## config.mk

```make
export PLATFORM = sky130hd
export DESIGN_NAME = uart_irq_ctrl
export DESIGN_NICKNAME = d
export VERILOG_FILES = /design/src/rtl/uart_irq_pkg.sv /design/src/rtl/uart_irq_level_fsm.sv /design/src/rtl/uart_irq_status_bank.sv /design/src/rtl/uart_irq_ctrl.sv
export SDC_FILE = /design/constraint.sdc
export NUM_CORES = 1
export LEC_CHECK = 0
export BUFFER_PORTS_ARGS = -buffer_cell sky130_fd_sc_hd__buf_2
export CAP_MARGIN = 20
export CORE_AREA = 2 2 57 59
export DETAILED_ROUTE_END_ITERATION = 10
export DIE_AREA = 0 0 59 61
export HOLD_SLACK_MARGIN = 0.06
export PLACE_DENSITY = 0.87
export SLEW_MARGIN = 20
export SYNTH_ARGS = -nofsm -noshare
export SYNTH_HDL_FRONTEND = slang
export SYNTH_HIERARCHICAL = 1
export SYNTH_SLANG_ARGS = --single-unit
export TNS_END_PERCENT = 100
```

## constraint.sdc

```tcl
create_clock -name clk -period 2.2 [get_ports clk]
set_input_delay 0.44 -clock clk [delete_from_list [all_inputs] [get_ports clk]]
set_output_delay 0.44 -clock clk [all_outputs]
set_load 0.01 [all_outputs]
```

## src/rtl/uart_irq_pkg.sv

```systemverilog
`timescale 1ns/1ps
package uart_irq_pkg;

    localparam int IRQ_N = 11;

    // Status bit positions
    localparam int IX_RI  = 0;
    localparam int IX_CTS = 1;
    localparam int IX_DCD = 2;
    localparam int IX_DSR = 3;
    localparam int IX_RX  = 4;
    localparam int IX_TX  = 5;
    localparam int IX_RT  = 6;
    localparam int IX_FE  = 7;
    localparam int IX_PE  = 8;
    localparam int IX_BE  = 9;
    localparam int IX_OE  = 10;

    typedef enum logic {
        LV_OUTSIDE = 1'b0,
        LV_INSIDE  = 1'b1
    } lvl_state_e;

    // Fraction of the FIFO depth, expressed in eighths
    function automatic int unsigned frac_eighths(input logic [2:0] code);
        int unsigned e;
        unique case (code)
            3'd0:    e = 1;
            3'd1:    e = 2;
            3'd2:    e = 4;
            3'd3:    e = 6;
            3'd4:    e = 7;
            default: e = 4;
        endcase
        return e;
    endfunction

endpackage

```

## src/rtl/uart_irq_level_fsm.sv

```systemverilog
`timescale 1ns/1ps
module uart_irq_level_fsm
    import uart_irq_pkg::*;
#(
    parameter int DEPTH = 16,
    parameter bit IS_RX = 1'b0,
    localparam int LVL_W = $clog2(DEPTH + 1)
) (
    input  logic             clk,
    input  logic             rst_n,
    input  logic [LVL_W-1:0] level,
    input  logic [2:0]       sel,
    output logic             hit
);

    lvl_state_e       state_q, state_d;
    logic [LVL_W-1:0] thr;
    logic             in_region;

    always_comb begin
        thr = LVL_W'((DEPTH * frac_eighths(sel)) / 8);
    end

    // Receive side fires on rising fill, transmit side on draining fill
    generate
        if (IS_RX) begin : g_fill
            always_comb in_region = (level >= thr);
        end else begin : g_drain
            always_comb in_region = (level <= thr);
        end
    endgenerate

    // State register
    always_ff @(posedge clk) begin
        if (!rst_n) state_q <= LV_OUTSIDE;
        else        state_q <= state_d;
    end

    // Next state: enter / leave
    always_comb begin
        state_d = state_q;
        unique case (state_q)
            LV_OUTSIDE: if (in_region)  state_d = LV_INSIDE;
            LV_INSIDE:  if (!in_region) state_d = LV_OUTSIDE;
            default:    state_d = LV_OUTSIDE;
        endcase
    end

    // Output: single-cycle hit on the enter transition
    always_comb begin
        hit = 1'b0;
        unique case (state_q)
            LV_OUTSIDE: hit = in_region;
            LV_INSIDE:  hit = 1'b0;
            default:    hit = 1'b0;
        endcase
    end

    // a crossing yields exactly one hit
    p_single_hit_r7: assert property (@(posedge clk) disable iff (!rst_n)
        hit |=> !hit);

    // staying in region after entry never re-fires
    p_quiet_inside_r7: assert property (@(posedge clk) disable iff (!rst_n)
        (state_q == LV_INSIDE && in_region) |=> !hit);

endmodule

```

## src/rtl/uart_irq_status_bank.sv

```systemverilog
`timescale 1ns/1ps
module uart_irq_status_bank #(
    parameter int N = 11
) (
    input  logic         clk,
    input  logic         rst_n,
    input  logic [N-1:0] set_vec,
    input  logic         clr_we,
    input  logic [N-1:0] clr_vec,
    input  logic         mask_we,
    input  logic [N-1:0] mask_vec,
    output logic [N-1:0] raw_o,
    output logic [N-1:0] mask_o
);

    logic [N-1:0] raw_q, mask_q, kill;

    always_comb kill = clr_we ? clr_vec : '0;

    // Set wins over clear
    always_ff @(posedge clk) begin
        if (!rst_n) raw_q <= '0;
        else        raw_q <= (raw_q & ~kill) | set_vec;
    end

    always_ff @(posedge clk) begin
        if (!rst_n)       mask_q <= '0;
        else if (mask_we) mask_q <= mask_vec;
    end

    assign raw_o  = raw_q;
    assign mask_o = mask_q;

    p_set_wins_r4: assert property (@(posedge clk) disable iff (!rst_n)
        (|set_vec) |=> ((raw_q & $past(set_vec)) == $past(set_vec)));

    p_clear_r3: assert property (@(posedge clk) disable iff (!rst_n)
        clr_we |=> ((raw_q & $past(clr_vec & ~set_vec)) == '0));

    p_hold_r3: assert property (@(posedge clk) disable iff (!rst_n)
        (!clr_we && set_vec == '0) |=> $stable(raw_q));

    p_mask_load_r2: assert property (@(posedge clk) disable iff (!rst_n)
        mask_we |=> (mask_q == $past(mask_vec)));

endmodule

```

## src/rtl/uart_irq_ctrl.sv

```systemverilog
`timescale 1ns/1ps
module uart_irq_ctrl
    import uart_irq_pkg::*;
#(
    parameter int DEPTH = 16,
    localparam int LVL_W = $clog2(DEPTH + 1)
) (
    input  logic             clk,
    input  logic             rst_n,
    input  logic [LVL_W-1:0] tx_level,
    input  logic [LVL_W-1:0] rx_level,
    input  logic [2:0]       tx_sel,
    input  logic [2:0]       rx_sel,
    input  logic [3:0]       ev_modem,
    input  logic             ev_rx_tmo,
    input  logic [3:0]       ev_err,
    input  logic             mask_we,
    input  logic [IRQ_N-1:0] mask_wdata,
    input  logic             clr_we,
    input  logic [IRQ_N-1:0] clr_wdata,
    input  logic             rx_dma_en,
    input  logic             tx_dma_en,
    input  logic             dma_err_gate,
    output logic [IRQ_N-1:0] raw_stat,
    output logic [IRQ_N-1:0] mask_stat,
    output logic             irq,
    output logic             rx_dma_ok,
    output logic             tx_dma_ok
);

    // Index 0 = transmit, 1 = receive
    logic [1:0][LVL_W-1:0] lvl;
    logic [1:0][2:0]       sel;
    logic [1:0]            hit;
    logic [IRQ_N-1:0]      set_vec, mask_q;
    logic                  err_pending;

    assign lvl = {rx_level, tx_level};
    assign sel = {rx_sel, tx_sel};

    generate
        for (genvar g = 0; g < 2; g++) begin : g_lvl
            uart_irq_level_fsm #(
                .DEPTH (DEPTH),
                .IS_RX (g == 1)
            ) u_fsm (
                .clk   (clk),
                .rst_n (rst_n),
                .level (lvl[g]),
                .sel   (sel[g]),
                .hit   (hit[g])
            );
        end
    endgenerate

    always_comb begin
        set_vec           = '0;
        set_vec[IX_RI]    = ev_modem[0];
        set_vec[IX_CTS]   = ev_modem[1];
        set_vec[IX_DCD]   = ev_modem[2];
        set_vec[IX_DSR]   = ev_modem[3];
        set_vec[IX_RX]    = hit[1];
        set_vec[IX_TX]    = hit[0];
        set_vec[IX_RT]    = ev_rx_tmo;
        set_vec[IX_FE]    = ev_err[0];
        set_vec[IX_PE]    = ev_err[1];
        set_vec[IX_BE]    = ev_err[2];
        set_vec[IX_OE]    = ev_err[3];
    end

    uart_irq_status_bank #(.N(IRQ_N)) u_bank (
        .clk      (clk),
        .rst_n    (rst_n),
        .set_vec  (set_vec),
        .clr_we   (clr_we),
        .clr_vec  (clr_wdata),
        .mask_we  (mask_we),
        .mask_vec (mask_wdata),
        .raw_o    (raw_stat),
        .mask_o   (mask_q)
    );

    always_comb begin
        mask_stat   = raw_stat & mask_q;
        irq         = |mask_stat;
        err_pending = |mask_stat[IX_OE:IX_FE];
        rx_dma_ok   = rx_dma_en & ~(dma_err_gate & err_pending);
        tx_dma_ok   = tx_dma_en;
    end

    p_tx_hit_sets_r5: assert property (@(posedge clk) disable iff (!rst_n)
        hit[0] |=> raw_stat[IX_TX]);

    p_rx_hit_sets_r6: assert property (@(posedge clk) disable iff (!rst_n)
        hit[1] |=> raw_stat[IX_RX]);

    p_quiet_irq_r8: assert property (@(posedge clk) disable iff (!rst_n)
        (raw_stat == '0) |-> !irq);

    p_dma_gate_r9: assert property (@(posedge clk) disable iff (!rst_n)
        (dma_err_gate && (raw_stat[IX_FE] && mask_q[IX_FE])) |-> !rx_dma_ok);

    always_comb begin
        if (!rst_n) begin
            p_reset_quiet_r10: assert (raw_stat == '0 || $isunknown(raw_stat));
        end
    end

endmodule

```

==> flow_summary_export.csv, run 1 <==
group,metric,value,unit
min_path,holdCritStartpoint,"clr_wdata[7]",
floorplan,die_w,59,µm
outcome,status,"finished, violations left",
cts,htree_levels,1,
layout,layout.nets,265,
floorplan,die-area,3599,µm²
synthesis,synth_top_area_share,0.4063,
routing,wirelength,2848,µm
cts,ctsLongestPathBuffers,2,
routing,drc,0,
power,finalPower,0.9034,mW
critical_path,max_stage_delay,0.52,ns
placement,dp.final_hpwl,2360,µm
cts,cts_hold_buf,0,
routing,routedWlPerCell,12.02,µm
critical_path,cp_top_family,"simple AND/OR/NAND/NOR gates",
timing,whs,0.3046,ns
timing,drv_slew,0,
routing,via_count,1154,
cts,worstSkewPairLatency,0.30,ns
layout,final_area,1629,µm²
cts,cts_sinks,24,
critical_path,cp-startpoint,"u_bank/raw_o[9]",
critical_path,critPathKind,"register to output pin",
synthesis,netlist_top_cells_count,"dfxtp_1 (24), inv_1 (13), mux2i_1 (13)",
cts,root_buffer,"clkbuf_4",
synthesis,synth_edf_count,0,
grt,grt_pass1_vias,1140,
floorplan,ios,79,
power,irDropWorstVdd,0.4297,mV
synthesis,syn_avg_cell_area,9.310,µm²
critical_path,cp.arrival,1.92,ns
synthesis,ys.flop_type,"dfxtp_1",
synthesis,syn_area,1182,µm²
floorplan,coreArea,2953,µm²
cts,cts_tree,"built",
critical_path,start_kind,"register",
synthesis,postSynthCellCount,127,
layout,drive_above_1_share,0.4461,
run,maxCapViolations,0,
outcome,failed_checks,"negative setup slack",
critical_path,r2r_slack,1.27,ns
routing,via_per_inst,4.869,
synthesis,yosysMostFrequentCell,"dfxtp_1",
layout,diodes,0,
synthesis,syn-num-nets,187,
timing,finClkSkew,0.0002092,ns
placement,place_area,1572,µm²
routing,initialDrtViolationCount,21,
synthesis,ys_seq_area_frac,0.4063,
critical_path,r2r-start,"u_bank/raw_o[9]",
grt,grt_overflow_total,0,
synthesis,yosys_warnings,6,
timing,tightest_slew,0.3505,ns
synthesis,synth_area_leader_cell,"dfxtp_1",
synthesis,synth_area_leaders,"dfxtp_1 (41%), mux2i_1 (11%), ha_1 (6.3%), nor2b_1 (6.3%), a31oi_1 (5.8%)",
cts,cts_buffers,3,
timing,slew_headroom,0.7663,
timing,fmaxAchievable,424.3,MHz
timing,setup_viol,1,
critical_path,path_cells,"and2_4 > or4_4 > or4_1 > buf_2",
layout,final_util,0.5517,
grt,grt_max_degree,25,
floorplan,row_count,20,
synthesis,ys_ff_latch,24,
placement,port-buffer-count,76,
grt,grt_use_total,0.1713,
timing,setup_ws,-0.1567,ns
cts,clkTransAtPathRegs,0.12,ns
timing,min_period,2.357,ns
critical_path,cp_slowest_cell,"or4_4",
critical_path,cp.required,1.76,ns
routing,first_pass_iters,4,
placement,gp_congestion,0.7610,
routing,ant_nets,0,
power,leakagePower,0.8956,nW
critical_path,cp.buffers_inverters,1,
timing,period_share,1.071,
synthesis,async_flop_share,0,
timing,rsz0062_at_grt,"yes",
grt,grt_pass1_wl,4581,µm
synthesis,synth.distinct_cells,26,
min_path,hold_class,"input pin to register",
power,power_density,554.5,nW/µm²
floorplan,start_util,0.4004,
layout,syn_to_final_growth,37.78,%
floorplan,die_h,61,µm
critical_path,cp_max_fo,2,
critical_path,cp-end-kind,"output pin",
grt,antenna_found_initial,0,
timing,hold_viol_final,0,
## layer usage
metal,share of wire,track usage
met1,0.45,0.1857
met2,0.49,0.3175
met3,0.057,0.04691
met4,0.0095,0.06494
met5,0,0
## final timing paths
kind | endpoint | depth (start not counted)
worst max-delay path | irq | 4
worst min-delay path | u_bank/raw_o[7] | 2
worst max register to register | u_bank/raw_o[9] | 4
worst min register to register | u_bank/raw_o[5] | 3
## kinds of logic after synthesis
kind of cell | Yosys count | share of synthesized area
simple gates | 36 | 0.2000
flops | 24 | 0.4063
compound gates | 30 | 0.1513
mux | 13 | 0.1100
fa+ha+maj | 6 | 0.06349
buf+inv | 18 | 0.06878
## final cells by class
cell class,count,area [µm²]
fill,285,1324
multi-input combinational,85,624.3
sequential,24,483.0
timing repair buffer,78,395.4
inverter,13,48.80
tap,33,41.29
clock buffer,4,36.28
## per-stage QoR
step / setup WS, ns / std cells / TNS [ns]
after global placement: 0.1943 / 231 / 0
after global routing: -0.2338 / 237 / -0.2338
after floorplan: 0.2107 / 127 / 0
final: -0.1567 / 237 / -0.1567
after detailed placement: 0.1793 / 231 / 0
after CTS: -0.1735 / 236 / -0.1735
## cells in the final DEF, fill, tap and decap left out
| cell type | instances |
|---|---|
| dfxtp_1 | 22 |
| a31oi_1 | 11 |
| and2_1 | 9 |
| ha_1 | 6 |
| a211oi_2 | 1 |
| o21ai_1 | 1 |
| buf_4 | 2 |
| buf_2 | 76 |
| inv_1 | 13 |
| nand2_1 | 2 |
| nor2_1 | 4 |
| or4_1 | 1 |
| and4b_1 | 1 |
| nor3_2 | 1 |
| o21ai_0 | 12 |
| a21boi_1 | 2 |
| clkbuf_4 | 3 |
| or4_4 | 2 |
| nor2b_1 | 12 |
| and4bb_1 | 1 |
| a21boi_0 | 1 |
| and2_4 | 2 |
| a21oi_1 | 2 |
| or2_2 | 1 |
| dfxtp_2 | 2 |
| clkbuf_8 | 1 |
| mux2i_1 | 13 |
## flip-flops by register name (all words and copies together) (netlist names)
signal               flops
g_lvl.u_fsm/state_q      2
u_bank/raw_o            11
u_bank/mask_o           11
## what timing repair did
item / in CTS / in global routing
resized for setup: 2 / 1
setup buffers: 1 / 1
setup endpoints to repair: 1 / 1
## power by group
part	internal (mW)	leakage, nW	switching (mW)
clock network	0.101	0.0210	0.118
logic	0.107	0.675	0.0948
registers	0.467	0.200	0.0161
total	0.675	0.896	0.228
Note: power is estimated with default switching activity, not from simulation.
==> run 2: changes to the inputs <==
--- a/config.mk
+++ b/config.mk
@@ -5,13 +5,14 @@
 export SDC_FILE = /design/constraint.sdc
 export NUM_CORES = 1
 export LEC_CHECK = 0
+export ABC_AREA = 1
 export BUFFER_PORTS_ARGS = -buffer_cell sky130_fd_sc_hd__buf_2
 export CAP_MARGIN = 20
-export CORE_AREA = 2 2 57 59
+export CORE_AREA = 2 2 59 61
 export DETAILED_ROUTE_END_ITERATION = 10
-export DIE_AREA = 0 0 59 61
+export DIE_AREA = 0 0 61 63
 export HOLD_SLACK_MARGIN = 0.06
-export PLACE_DENSITY = 0.87
+export PLACE_DENSITY = 0.86
 export SLEW_MARGIN = 20
 export SYNTH_ARGS = -nofsm -noshare
 export SYNTH_HDL_FRONTEND = slang
==> run 2 against run 1 <==
Net effect:
- the run now ends clean
- critical path depth is 2 higher
- clock skew barely moved
- power rose by 13%
- largest power group unchanged
- highest routed layer unchanged
- first-iteration DRC count grew 67%
- sequential power is essentially flat
- via count increased by 16%
==> flow_summary_export.csv, run 2 <==
group,metric,value,unit
timing,setup_viol,0,
timing,finalSetupTns,0,ns
layout,multi_input_area,596.8,µm²
routing,drc,0,
grt,grt_overflow_total,0,
synthesis,ys_ff_latch,24,
critical_path,cp.required,1.76,ns
cts,cts_tree,"built",
cts,worstSkewPairLatency,0.31,ns
layout,layout_commonest_cell,"buf_2",
synthesis,ys.flop_type,"dfxtp_1",
grt,grt_max_degree,15,
synthesis,synth_edf_count,0,
placement,gp_congestion,0.7752,
placement,port-buffer-count,76,
timing,drv_slew,0,
synthesis,synth_area_leaders,"dfxtp_1 (38%), nand2_1 (14%), inv_1 (11%), nor2_1 (8.8%), ha_1 (5.9%)",
timing,fmaxAchievable,612.4,MHz
power,leakagePower,1.081,nW
cts,cts_hold_buf,0,
synthesis,synth_top_area_share,0.3754,
floorplan,die_w,61,µm
floorplan,start_util,0.3961,
timing,finClkSkew,0.0001807,ns
routing,routedWlPerCell,9.641,µm
cts,ctsLongestPathBuffers,2,
routing,via_per_inst,4.308,
grt,grt_pass1_vias,1269,
synthesis,synth.distinct_cells,20,
power,p_sw_frac,0.2652,
synthesis,yosysMostFrequentCell,"nand2_1",
power,irDropWorstVdd,0.2378,mV
synthesis,yosys_warnings,6,
critical_path,path_cells,"nand2_1 > nand2_1 > nor2_2 > nor2_1 > nor2_2 > buf_2",
timing,slew_headroom,0.6832,
floorplan,coreArea,3232,µm²
outcome,status,"finished clean",
critical_path,cp_top_family,"flip-flops",
layout,layout.nets,327,
synthesis,synth_area_leader_cell,"dfxtp_1",
layout,regArea,480.5,µm²
synthesis,async_flop_share,0,
critical_path,cp_slowest_cell,"dfxtp_1",
cts,cts_sinks,24,
layout,mostFrequentLayoutCells,"buf_2 (76), nand2_1 (48), inv_1 (38), nor2_1 (30), dfxtp_1 (24)",
routing,via_count,1344,
routing,first_pass_iters,4,
layout,diodes,0,
critical_path,cp.arrival,1.19,ns
critical_path,max_stage_delay,0.38,ns
power,p_seq_frac,0.475,
floorplan,die-area,3843,µm²
synthesis,syn_area,1280,µm²
min_path,hold_class,"input pin to register",
floorplan,row_count,21,
power,switching_power,0.2711,mW
critical_path,critPathKind,"register to output pin",
grt,antenna_found_initial,0,
layout,fillCellCount,328,
floorplan,ios,79,
cts,clkTransAtPathRegs,0.14,ns
run,maxCapViolations,0,
layout,syn_to_final_growth,33.92,%
routing,wirelength,3008,µm
layout,drive_above_1_share,0.3271,
critical_path,cp_max_fo,3,
synthesis,syn_avg_cell_area,6.667,µm²
timing,hold_viol_final,0,
critical_path,cp.buffers_inverters,1,
cts,htree_levels,1,
synthesis,syn-num-nets,252,
placement,dp.final_hpwl,2400,µm
cts,cts_resized,0,
timing,rsz0062_at_grt,"no",
power,power.share.clock,0.313,
synthesis,netlist_top_cells_count,"nand2_1 (48), inv_1 (38), nor2_1 (30)",
grt,grt_use_total,0.1688,
power,combPwrFrac,0.212,
placement,dpl.cell_count,308,
routing,initialDrtViolationCount,35,
timing,tightest_slew,0.4747,ns
cts,cts_setup_buffers,0,
cts,cts_buffers,3,
synthesis,postSynthCellCount,192,
power,finalPower,1.022,mW
critical_path,start_kind,"register",
power,power_density,596.5,nW/µm²
timing,min_period,1.633,ns
cts,root_buffer,"clkbuf_4",
timing,period_share,0.7423,
routing,ant_nets,0,
power,intPower,0.7514,mW
floorplan,die_h,63,µm
synthesis,ys_seq_area_frac,0.3754,
grt,grt_pass1_wl,5057,µm
layout,fin_cells,312,
critical_path,cp-end-kind,"output pin",
## run 2: changes by cell type after synthesis, moves of 11 or more
cell	before	now
a21oi_1	2	13
a31oi_1	11	0
inv_1	13	38
mux2i_1	13	0
nand2_1	2	48
nor2_1	4	30
nor2b_1	12	0
## run 2: worst register-to-register path, cell delays in order (launching register included)
cell	delay [ns]
dfxtp_1	0.32
a21oi_1	0.10
inv_1	0.05
a21oi_1	0.13
## run 2: logic make-up after synthesis
group           after synthesis  synth area share
compound gates               30            0.1320
fa+ha+maj                     6           0.05865
buf+inv                      45            0.1584
flops                        24            0.3754
simple gates                 87            0.2757
## run 2: path summary, 6_finish.rpt
path / start / end / slack (ns) / depth (start not counted)
setup reg to reg: g_lvl[0].u_fsm/state_q / u_bank/raw_o[5] / 1.54 / 3
hold / removal: ev_modem[2] / u_bank/raw_o[2] / 0.34 / 3
setup / recovery: u_bank/raw_o[10] / rx_dma_ok / 0.57 / 6
hold reg to reg: u_bank/raw_o[4] / u_bank/raw_o[4] / 0.49 / 2
## run 2: routing by layer
metal,part of all wire,GRT usage,up-vias
li1,-,-,723
met5,0,0,-
met1,0.46,0.2104,569
met4,0.0040,0.04348,0
met2,0.48,0.2930,50
met3,0.056,0.02692,2
## run 2: area by class of cell
cell class | count | share of cell area
tap | 46 | 0.03358
timing repair buffer | 76 | 0.2219
clock inverter | 1 | 0.01752
multi-input combinational | 123 | 0.3482
inverter | 39 | 0.08540
sequential | 24 | 0.2803
clock buffer | 3 | 0.01314
## run 2: power by group through the flow
stage | Clock, mW | Combinational, mW | Sequential (mW)
detailed placement | 0 | 0.219 | 0.496
global placement | 0 | 0.213 | 0.496
CTS | 0.327 | 0.220 | 0.486
floorplan | 0 | 0.123 | 0.501
finish | 0.320 | 0.216 | 0.486
global route | 0.352 | 0.251 | 0.491
## run 2: metrics by stage
stage	setup WS, ns	util	hold slack (ns)	area [µm²]
after floorplan	0.7202	-	0.4526	1280
after global placement	0.5430	0.5141	0.4622	1662
after detailed placement	0.4684	0.5141	0.4685	1662
after CTS	0.5457	0.5304	0.3318	1714
after global routing	0.4374	0.5304	0.3300	1714
final	0.5670	0.5304	0.3403	1714
